`src/rtl/ps2x_pkg.sv`:
```
package ps2x_pkg;
  typedef enum logic [1:0] {
    TX_IDLE,
    TX_INHIBIT,
    TX_XFER
  } tx_state_t;

  // Odd parity bit for a byte: makes the nine-bit total odd.
  function automatic logic odd_bit(input logic [7:0] d);
    return ~^d;
  endfunction
endpackage

```
`src/rtl/ps2x_line_cond.sv`:
```
// Two-flop synchroniser followed by a hold-count glitch filter.
// The filtered level follows the input only after it has differed for
// FILT_LEN consecutive cycles; single-cycle edge pulses are registered.
module ps2x_line_cond #(
  parameter int FILT_LEN = 8
) (
  input  logic clk,
  input  logic rst,
  input  logic pin,
  output logic lvl,
  output logic fall,
  output logic rise
);
  localparam int CW = $clog2(FILT_LEN + 1);
  localparam logic [CW-1:0] HOLD_LIM = CW'(FILT_LEN - 1);

  logic s1, s2;
  logic [CW-1:0] cnt;

  always_ff @(posedge clk) begin
    if (rst) begin
      s1   <= 1'b1;
      s2   <= 1'b1;
      lvl  <= 1'b1;
      cnt  <= '0;
      fall <= 1'b0;
      rise <= 1'b0;
    end else begin
      s1   <= pin;
      s2   <= s1;
      fall <= 1'b0;
      rise <= 1'b0;
      if (s2 != lvl) begin
        if (cnt == HOLD_LIM) begin
          lvl  <= s2;
          cnt  <= '0;
          fall <= ~s2;
          rise <= s2;
        end else begin
          cnt <= cnt + 1'b1;
        end
      end else begin
        cnt <= '0;
      end
    end
  end

  // an accepted edge is a single pulse, never both directions at once
  a_r5_edge_single: assert property (@(posedge clk) disable iff (rst)
    fall |=> !fall);
  a_r5_edge_exclusive: assert property (@(posedge clk) disable iff (rst)
    !(fall && rise));
endmodule

```
`src/rtl/ps2x_rx.sv`:
```
// Frame receiver: start, 8 data LSB first, odd parity, stop.
module ps2x_rx #(
  parameter int TO_CYC = 6000
) (
  input  logic       clk,
  input  logic       rst,
  input  logic       en,
  input  logic       fall,
  input  logic       rise,
  input  logic       dat,
  output logic       valid,
  output logic [7:0] data,
  output logic       perr,
  output logic       timeout,
  output logic       busy
);
  localparam int TW = $clog2(TO_CYC + 1);
  localparam logic [TW-1:0] TO_LIM = TW'(TO_CYC - 1);

  logic [3:0]    bitn;   // 0 idle, 1..9 collecting, 10 waiting for stop
  logic [8:0]    sh;
  logic [TW-1:0] tcnt;

  assign busy = (bitn != 4'd0);

  always_ff @(posedge clk) begin
    if (rst) begin
      bitn    <= '0;
      sh      <= '0;
      tcnt    <= '0;
      valid   <= 1'b0;
      data    <= '0;
      perr    <= 1'b0;
      timeout <= 1'b0;
    end else begin
      valid   <= 1'b0;
      timeout <= 1'b0;
      if (!en) begin
        bitn <= '0;
        tcnt <= '0;
      end else if (fall) begin
        tcnt <= '0;
        if (bitn == 4'd0) begin
          if (!dat) bitn <= 4'd1;
        end else if (bitn == 4'd10) begin
          bitn <= '0;
          if (dat) begin
            valid <= 1'b1;
            data  <= sh[7:0];
            perr  <= ~^sh;
          end
        end else begin
          sh   <= {dat, sh[8:1]};
          bitn <= bitn + 4'd1;
        end
      end else if (rise) begin
        tcnt <= '0;
      end else if (bitn != 4'd0) begin
        if (tcnt == TO_LIM) begin
          timeout <= 1'b1;
          bitn    <= '0;
          tcnt    <= '0;
        end else begin
          tcnt <= tcnt + 1'b1;
        end
      end
    end
  end

  // a received byte is announced for one cycle only
  a_r1_valid_pulse: assert property (@(posedge clk) disable iff (rst)
    valid |=> !valid);
  // a timeout leaves the receiver idle and never coincides with a byte
  a_r4_timeout_drops: assert property (@(posedge clk) disable iff (rst)
    timeout |-> !busy && !valid);
endmodule

```
`src/rtl/ps2x_tx.sv`:
```
// Host-to-device sender: inhibit, start, shift on device clock, check ack.
module ps2x_tx
  import ps2x_pkg::*;
#(
  parameter int INH_CYC = 5500,
  parameter int DLY_CYC = 500,
  parameter int TO_CYC  = 750000
) (
  input  logic       clk,
  input  logic       rst,
  input  logic       start,
  input  logic [7:0] din,
  input  logic       fall,
  input  logic       rise,
  input  logic       dat,
  output logic       idle,
  output logic       clk_low,
  output logic       dat_low,
  output logic       done,
  output logic       timeout
);
  localparam int MAXC = (INH_CYC > TO_CYC) ? INH_CYC : TO_CYC;
  localparam int TW   = $clog2(MAXC + 1);
  localparam int DW   = $clog2(DLY_CYC + 1);
  localparam logic [TW-1:0] INH_LIM = TW'(INH_CYC - 1);
  localparam logic [TW-1:0] TO_LIM  = TW'(TO_CYC - 1);
  localparam logic [DW-1:0] DLY_LIM = DW'(DLY_CYC - 1);

  tx_state_t     st;
  logic [9:0]    sh;      // {stop, parity, data[7:0]}, shifted out from bit 0
  logic [3:0]    nfall, nrise;
  logic          pend;
  logic [DW-1:0] dcnt;
  logic [TW-1:0] cnt;

  assign idle = (st == TX_IDLE);

  always_ff @(posedge clk) begin
    if (rst) begin
      st      <= TX_IDLE;
      sh      <= '1;
      nfall   <= '0;
      nrise   <= '0;
      pend    <= 1'b0;
      dcnt    <= '0;
      cnt     <= '0;
      clk_low <= 1'b0;
      dat_low <= 1'b0;
      done    <= 1'b0;
      timeout <= 1'b0;
    end else begin
      done    <= 1'b0;
      timeout <= 1'b0;
      case (st)
        TX_IDLE: begin
          if (start) begin
            sh      <= {1'b1, odd_bit(din), din};
            clk_low <= 1'b1;
            dat_low <= 1'b0;
            cnt     <= '0;
            st      <= TX_INHIBIT;
          end
        end
        TX_INHIBIT: begin
          if (cnt == INH_LIM) begin
            dat_low <= 1'b1;
            clk_low <= 1'b0;
            cnt     <= '0;
            nfall   <= '0;
            nrise   <= '0;
            pend    <= 1'b0;
            st      <= TX_XFER;
          end else begin
            cnt <= cnt + 1'b1;
          end
        end
        default: begin
          if (pend) begin
            if (dcnt == '0) begin
              dat_low <= ~sh[0];
              sh      <= {1'b1, sh[9:1]};
              pend    <= 1'b0;
            end else begin
              dcnt <= dcnt - 1'b1;
            end
          end
          if (fall || rise) cnt <= '0;
          else              cnt <= cnt + 1'b1;
          if (rise && (nfall > nrise) && (nrise < 4'd10)) begin
            nrise <= nrise + 4'd1;
            pend  <= 1'b1;
            dcnt  <= DLY_LIM;
          end
          if (fall) begin
            nfall <= nfall + 4'd1;
            if (nfall == 4'd11) begin
              st      <= TX_IDLE;
              dat_low <= 1'b0;
              done    <= ~dat;
              timeout <= dat;
            end
          end else if (!rise && cnt == TO_LIM) begin
            st      <= TX_IDLE;
            dat_low <= 1'b0;
            timeout <= 1'b1;
          end
        end
      endcase
    end
  end

  // the clock is only released while the start bit is being driven
  a_r6_start_on_release: assert property (@(posedge clk) disable iff (rst)
    $fell(clk_low) |-> dat_low);
  // a failed transfer leaves both lines released
  a_r9_release_on_fail: assert property (@(posedge clk) disable iff (rst)
    timeout |-> !clk_low && !dat_low && !done);
endmodule

```
`src/rtl/ps2_host_xcvr.sv`:
```
module ps2_host_xcvr #(
  parameter int CLK_HZ   = 50_000_000,
  parameter int FILT_LEN = 8,
  parameter int RX_TO_US = 120,
  parameter int TX_TO_US = 15000
) (
  input  logic       clk,
  input  logic       rst,
  input  logic       ps2_clk_i,
  input  logic       ps2_dat_i,
  output logic       ps2_clk_low_o,
  output logic       ps2_dat_low_o,
  input  logic       link_inhibit,
  input  logic       tx_valid,
  output logic       tx_ready,
  input  logic [7:0] tx_data,
  output logic       tx_done,
  output logic       tx_timeout_err,
  output logic       rx_valid,
  output logic [7:0] rx_data,
  output logic       rx_parity_err,
  output logic       rx_timeout_err
);
  localparam int CYC_US    = (CLK_HZ / 1_000_000 > 0) ? CLK_HZ / 1_000_000 : 1;
  localparam int INH_CYC   = 110 * CYC_US;
  localparam int DLY_CYC   = 10 * CYC_US;
  localparam int RX_TO_CYC = RX_TO_US * CYC_US;
  localparam int TX_TO_CYC = TX_TO_US * CYC_US;
  localparam int NLINES    = 2;   // index 0 clock, 1 data

  logic [NLINES-1:0] pins, lvl, fall, rise;
  assign pins = {ps2_dat_i, ps2_clk_i};

  for (genvar g = 0; g < NLINES; g++) begin : g_line
    ps2x_line_cond #(.FILT_LEN(FILT_LEN)) cond_i (
      .clk (clk),
      .rst (rst),
      .pin (pins[g]),
      .lvl (lvl[g]),
      .fall(fall[g]),
      .rise(rise[g])
    );
  end

  logic tx_idle, tx_clk_low, tx_dat_low, rx_busy, rx_en, tx_start;

  assign rx_en    = tx_idle & ~link_inhibit;
  assign tx_ready = tx_idle & ~rx_busy & ~link_inhibit;
  assign tx_start = tx_valid & tx_ready;

  ps2x_rx #(.TO_CYC(RX_TO_CYC)) rx_i (
    .clk    (clk),
    .rst    (rst),
    .en     (rx_en),
    .fall   (fall[0]),
    .rise   (rise[0]),
    .dat    (lvl[1]),
    .valid  (rx_valid),
    .data   (rx_data),
    .perr   (rx_parity_err),
    .timeout(rx_timeout_err),
    .busy   (rx_busy)
  );

  ps2x_tx #(.INH_CYC(INH_CYC), .DLY_CYC(DLY_CYC), .TO_CYC(TX_TO_CYC)) tx_i (
    .clk    (clk),
    .rst    (rst),
    .start  (tx_start),
    .din    (tx_data),
    .fall   (fall[0]),
    .rise   (rise[0]),
    .dat    (lvl[1]),
    .idle   (tx_idle),
    .clk_low(tx_clk_low),
    .dat_low(tx_dat_low),
    .done   (tx_done),
    .timeout(tx_timeout_err)
  );

  always_ff @(posedge clk) begin
    if (rst) begin
      ps2_clk_low_o <= 1'b0;
      ps2_dat_low_o <= 1'b0;
    end else begin
      ps2_clk_low_o <= tx_clk_low | (link_inhibit & tx_idle);
      ps2_dat_low_o <= tx_dat_low;
    end
  end

  // an accepted byte blocks the next one
  a_r8_accept_blocks: assert property (@(posedge clk) disable iff (rst)
    tx_start |=> !tx_ready);
  // the host inhibit reaches the clock line on the next cycle
  a_r10_inhibit_holds: assert property (@(posedge clk) disable iff (rst)
    (link_inhibit && tx_idle) |=> ps2_clk_low_o);
  // outcome pulses are exclusive
  a_r9_one_outcome: assert property (@(posedge clk) disable iff (rst)
    !(tx_done && tx_timeout_err));
endmodule

```
`config.mk`:
```
export PLATFORM = sky130hd
export DESIGN_NAME = ps2_host_xcvr
export DESIGN_NICKNAME = d
export VERILOG_FILES = /design/src/rtl/ps2x_pkg.sv /design/src/rtl/ps2x_line_cond.sv /design/src/rtl/ps2x_rx.sv /design/src/rtl/ps2x_tx.sv /design/src/rtl/ps2_host_xcvr.sv
export SDC_FILE = /design/constraint.sdc
export NUM_CORES = 1
export LEC_CHECK = 0
export BUFFER_PORTS_ARGS = -buffer_cell sky130_fd_sc_hd__buf_2
export CORE_MARGIN = 4
export CORE_UTILIZATION = 50
export CTS_BUF_LIST = sky130_fd_sc_hd__clkbuf_4 sky130_fd_sc_hd__clkbuf_8
export CTS_CLUSTER_SIZE = 16
export DETAILED_ROUTE_END_ITERATION = 10
export GPL_TIMING_DRIVEN = 0
export MAX_ROUTING_LAYER = met4
export PLACE_DENSITY = 0.67
export REMOVE_ABC_BUFFERS = 1
export SYNTH_ARGS = -nofsm -noshare
export SYNTH_HDL_FRONTEND = slang
export SYNTH_HIERARCHICAL = 1
export SYNTH_SLANG_ARGS = --single-unit
```
`constraint.sdc`:
```
create_clock -name clk -period 3.2 [get_ports clk]
set_clock_uncertainty 0.05 [all_clocks]
set_input_delay 0.64 -clock clk [delete_from_list [all_inputs] [get_ports clk]]
set_output_delay 0.64 -clock clk [all_outputs]
set_load 0.01 [all_outputs]
```
== Yosys cells after proc, flatten, opt, wreduce, memory -nomap -nowiden ==
Cells that the tools add are included.

* Input bits: 14
* Bits in read-only memories: 0
* Word-level logic and storage cells: 171
* Memories: 0
* Flip-flop bits (word level): 109
* Latch bits: 0
* Output and inout bits: 16
* RAM bits: 0

* Shifts and indexed selects: 0
* Multipliers: 0
* Magnitude comparators: 2
* Muxes and demuxes: 50
* Bitwise logic cells: 22
* $add $sub $neg: 8
* Eq/ne operators: 16
* Divide/modulo/power cells: 0
* Reduce and logical (&&, ||, !) cells: 43

{| class="wikitable"
|+ Operators with widths
! cell !! number
|-
| $mux 20 || 3
|-
| $mux 4 || 10
|-
| $pmux 20 s2 || 1
|-
| $mux 10 || 3
|-
| $mux 9 || 3
|-
| $add 20x1->20 const B || 1
|-
| $add 4x1->4 const B || 5
|-
| $eq 20x13->1 const B || 1
|-
| $eq 20x20->1 const B || 1
|-
| $pmux 10 s2 || 1
|-
| $mux 1 || 17
|-
| $not 1->1 || 16
|-
| $pmux 4 s2 || 2
|-
| $reduce_and 4->1 || 4
|-
| $reduce_bool 2->1 || 8
|-
| $reduce_or 5->1 || 3
|-
| $add 13x1->13 const B || 1
|-
| $eq 13x13->1 const B || 1
|-
| $mux 13 || 1
|-
| $reduce_and 3->1 || 4
|-
| $reduce_or 3->1 || 4
|-
| $mux 2 || 5
|-
| $logic_not 9->1 || 1
|-
| $reduce_xnor 9->1 || 1
|-
| 26 further kinds || 44
|}

== Depth between registers and ports, before layout ==
* Word-level depth: 7
* Depth in mapped cells: 13
* Depth with buffers taken out: 11

== By module ==
Netlist, hierarchy kept.

{| class="wikitable"
|+ By module, submodules not included
! module !! area an instance (µm²) !! cells an instance !! instances !! seq. area each (µm²)
|-
| ps2x_tx || 2,736.4 || 322 || 1 || 1,061.0
|-
| ps2x_rx || 1,682.9 || 181 || 1 || 740.7
|-
| ps2x_line_cond || 319.1 || 28 || 2 || 180.2
|-
| ps2_host_xcvr || 82.6 || 8 || 1 || 40.0
|}

== Worst setup path after synthesis ==
OpenSTA, ideal clock, no wires.

* Path type: flip-flop to flip-flop
* Start: register tx_i.st[1]
* End: register tx_i.cnt[15]
* Stages on the path, launching flop included: 11
* Clock period less this slack: 2,862 ps
* Required time: 3,030 ps
* Arrival time: 2,692 ps
* Setup slack: 338 ps
* Buffers on the path: 2
* Cell sequence: dfxtp_1 > buf_2 > clkbuf_1 > nor2_1 > nor3b_2 > and2_1 > nor3_1 > nor4_1 > nand3_1 > xor2_1 > nor2_1

* Longest elaborated chain between the ends: 5
* Elaborated cells between the ends (all ways): 7
* Classes of those cells: eq/ne (2); mux (1); bitwise (3); reduce/logical (1)

{| class="wikitable"
|+ RTL lines
! what !! line !! source
|-
| start: declaration || ps2x_tx.sv:29 || <nowiki>tx_state_t st;</nowiki>
|-
| start signal: assignment || ps2x_tx.sv:40 || <nowiki>st <= TX_IDLE;</nowiki>
|-
| start signal: assignment || ps2x_tx.sv:61 || <nowiki>st <= TX_INHIBIT;</nowiki>
|-
| start signal: assignment || ps2x_tx.sv:72 || <nowiki>st <= TX_XFER;</nowiki>
|-
| $logic_not 2->1 || ps2x_tx.sv:36 || <nowiki>assign idle = (st == TX_IDLE);</nowiki>
|-
| net tx_idle || ps2_host_xcvr.sv:45 || <nowiki>logic tx_idle, tx_clk_low, tx_dat_low, rx_busy, rx_en, tx_start;</nowiki>
|-
| $and 1x1->1 (2 in a row) || ps2_host_xcvr.sv:48 || <nowiki>assign tx_ready = tx_idle & ~rx_busy & ~link_inhibit;</nowiki>
|-
| net tx_ready || ps2_host_xcvr.sv:15 || <nowiki>output logic tx_ready,</nowiki>
|-
| $and 1x1->1 || ps2_host_xcvr.sv:49 || <nowiki>assign tx_start = tx_valid & tx_ready;</nowiki>
|-
| net tx_start || ps2_host_xcvr.sv:45 ||
|-
| $ne 2x1->1 (no source line) || - ||
|-
| end signal: assignment || ps2x_tx.sv:74 || <nowiki>cnt <= cnt + 1'b1;</nowiki>
|-
| end signal: assignment || ps2x_tx.sv:88 || <nowiki>else cnt <= cnt + 1'b1;</nowiki>
|-
| end: declaration || ps2x_tx.sv:34 || <nowiki>logic [TW-1:0] cnt;</nowiki>
|}

The timed path passes the listed nets, and every way through them passes these cells.
A chain may end at the register's enable or synchronous reset.

== Worst setup path in the final report ==
* Start: register rx_i.bitn[0]
* End: register tx_i.cnt[18]

* Longest elaborated chain between the ends: 6

{| class="wikitable"
|+ RTL lines
! what !! line !! source
|-
| start: declaration || ps2x_rx.sv:20 || <nowiki>logic [3:0] bitn;</nowiki>
|-
| start signal: assignment || ps2x_rx.sv:54 || <nowiki>bitn <= bitn + 4'd1;</nowiki>
|-
| $reduce_bool 4->1 || ps2x_rx.sv:24 || <nowiki>assign busy = (bitn != 4'd0);</nowiki>
|-
| net rx_busy || ps2_host_xcvr.sv:45 ||
|-
| $not 1->1 (no source line) || - ||
|-
| $and 1x1->1 (2 in a row) || ps2_host_xcvr.sv:48 ||
|-
| $and 1x1->1 || ps2_host_xcvr.sv:49 ||
|-
| net tx_start || ps2_host_xcvr.sv:45 ||
|-
| $ne 2x1->1 (no source line) || - ||
|}

The timed path passes the listed nets, and every way through them passes these cells.

==> impl_metrics.ini <==
[outcome]
status = completed

[run]
drv_cap = 0

[timing]
rsz0062_at_grt = false
slew_violations = 0
period_share = 0.918
timing.slew.headroom = 0.201
worst_hold_slack_ns = 0.370
worst_pin_slew_ns = 1.20
setup_viol = 0
fin_crit_ns = 2.94
hold_violations = 0
clock.fmax_ghz = 0.340

[power_and_ir_drop]
vdd_drop_max_mv = 0.282
p_per_area_nw_per_um2 = 423
leakage_nw = 2.12
total_power_mw = 2.34

[grt]
grt_usage = 0.184
antenna_found_initial = 0
grt_overflow = 0
grt_max_degree = 71
grt_pass1_wl_mm = 17.0
grt_pass1_vias = 3825

[worst_setup_path]
cp.required_ns = 3.41
reg2reg_slack_ns = 0.26
critPathArrivalTime_ns = 3.15
start_kind = flop
rr_endpoint = tx_i/cnt[18]
path_class = flop to flop
reg2reg_from = rx_i/bitn[0]
reg2reg_depth = 11
cp_max_fo = 14
end_kind = flop

[route]
vias = 3975
routed_wl_mm = 9.91
drt_pass1_iterations = 4
drtAntennaViolNets = 0
wire_per_inst_um = 13.8
drt_iter0_drc = 193
drc = 0
viasPerCell = 5.54

[finish]
nNetsFinal = 608
utilization = 0.564
area_growth_pct = 8.96
n_antenna_cell = 0
final_common_cell = dfxtp_1
layout_common_cells = dfxtp_1, nor2_1, a21oi_1, nand2_1
drive_above_1_share = 0.125
final_area_um2 = 5540
fin_cells = 718

[floorplanning]
rows = 36
coreArea_um2 = 9820
die_area_um2 = 11800
ios = 30
die_y_um = 109
die_w_um = 109
start_util = 0.518

[placed_design]
dp.cells = 701
place_hpwl_mm = 7.07
port_buffers = 29
finalWeightedCongestion = 0.829
placed_cell_area_um2 = 5290

[clock_network]
clk_latency_ns = 0.37
cts_sinks = 108
numCtsBuffers = 9
clk_path_buf_depth = 2
clk_pin_slew_ns = 0.09
cts-htree-levels = 3
cts_tree = built
cts_hold_buf = 0
cts-root-buf = clkbuf_8

[synthesis]
synthCells = 563
synth_area_per_cell_um2 = 9.03
syn_area_um2 = 5080
yosys_warnings = 6

[hold_path]
hold_path_class = flop to flop
min_path_cells = 1
hold_start = g_line[0].cond_i/s1
min_to = g_line[0].cond_i/s2
## worst max-delay path by stage
stage / startpoint / endpoint / slack [ns] / cells after the start
final: rx_i/bitn[0] / tx_i/cnt[18] / 0.26 / 11
after global routing: rx_i/bitn[0] / tx_i/cnt[18] / 0.05 / 11
after CTS: tx_i/st[1] / tx_i/sh[2] / 0.12 / 7
after global placement: tx_i/st[1] / tx_i/cnt[13] / -0.83 / 8
after floorplan: rx_i/bitn[0] / tx_i/cnt[15] / 0.06 / 11
after detailed placement: rx_i/bitn[0] / tx_i/cnt[15] / -0.58 / 11
## metrics by stage
step | worst slack (ns) | setup TNS, ns
after floorplan | 0.0601 | 0
after global placement | -0.827 | -15.79
after detailed placement | -0.581 | -4.38
after CTS | 0.121 | 0
after global routing | 0.0452 | 0
final | 0.261 | 0
## power by group
group | switching, mW | leakage (nW) | internal, mW
sequential | 0.0143 | 0.874 | 1.36
clock | 0.444 | 0.103 | 0.395
combinational | 0.0795 | 1.15 | 0.0503
total | 0.538 | 2.12 | 1.81
## cell type report
type                    instances  area (um2)
fillers                       920        4280
multi-input cells             413        2780
flip-flops and latches        108        2160
well taps                     133         166
repair buffers                 30         153
clock buffers                  11         145
inverters                      18        67.6
clock inverters                 5        60.1
## registers in the layout (all words and copies together), names as in the netlist, 4 cells and up
| name | cells |
|---|---|
| tx_i/sh | 9 |
| rx_i/bitn | 4 |
| tx_i/nfall | 4 |
| tx_i/nrise | 4 |
| rx_i/sh | 9 |
| rx_i/data | 8 |
| tx_i/cnt | 20 |
| g_line.cond_i/cnt | 8 |
| tx_i/dcnt | 9 |
| rx_i/tcnt | 13 |
## layer usage
| layer | global-route usage | share of wire | up-vias |
|---|---|---|---|
| met1 | 0.218 | 0.45 | 1889 |
| li1 | - | - | 2022 |
| met3 | 0.0503 | 0.043 | 6 |
| met5 | - | 0 | - |
| met4 | 0.0541 | 0.0074 | 0 |
| met2 | 0.307 | 0.50 | 58 |
## critical path, cell delays in order (launching register included)
cell	delay, ns
dfxtp_1	0.37
inv_1	0.12
ha_1	0.20
nor3b_4	0.21
inv_1	0.12
nor3b_2	0.18
and2_1	0.32
nor3_4	0.16
or4b_1	0.62
nor3_1	0.27
xnor2_1	0.15
nor2_1	0.05
## timing repair
| action | CTS | global route |
|---|---|---|
| hold endpoints to repair | 0 | 0 |
| buffers inserted | 1 | 0 |
| endpoints found under the setup margin | 23 | 15 |
| gates resized for setup | 6 | 1 |
| pin swaps | 0 | 0 |
Power figures use the tool's default switching activity.
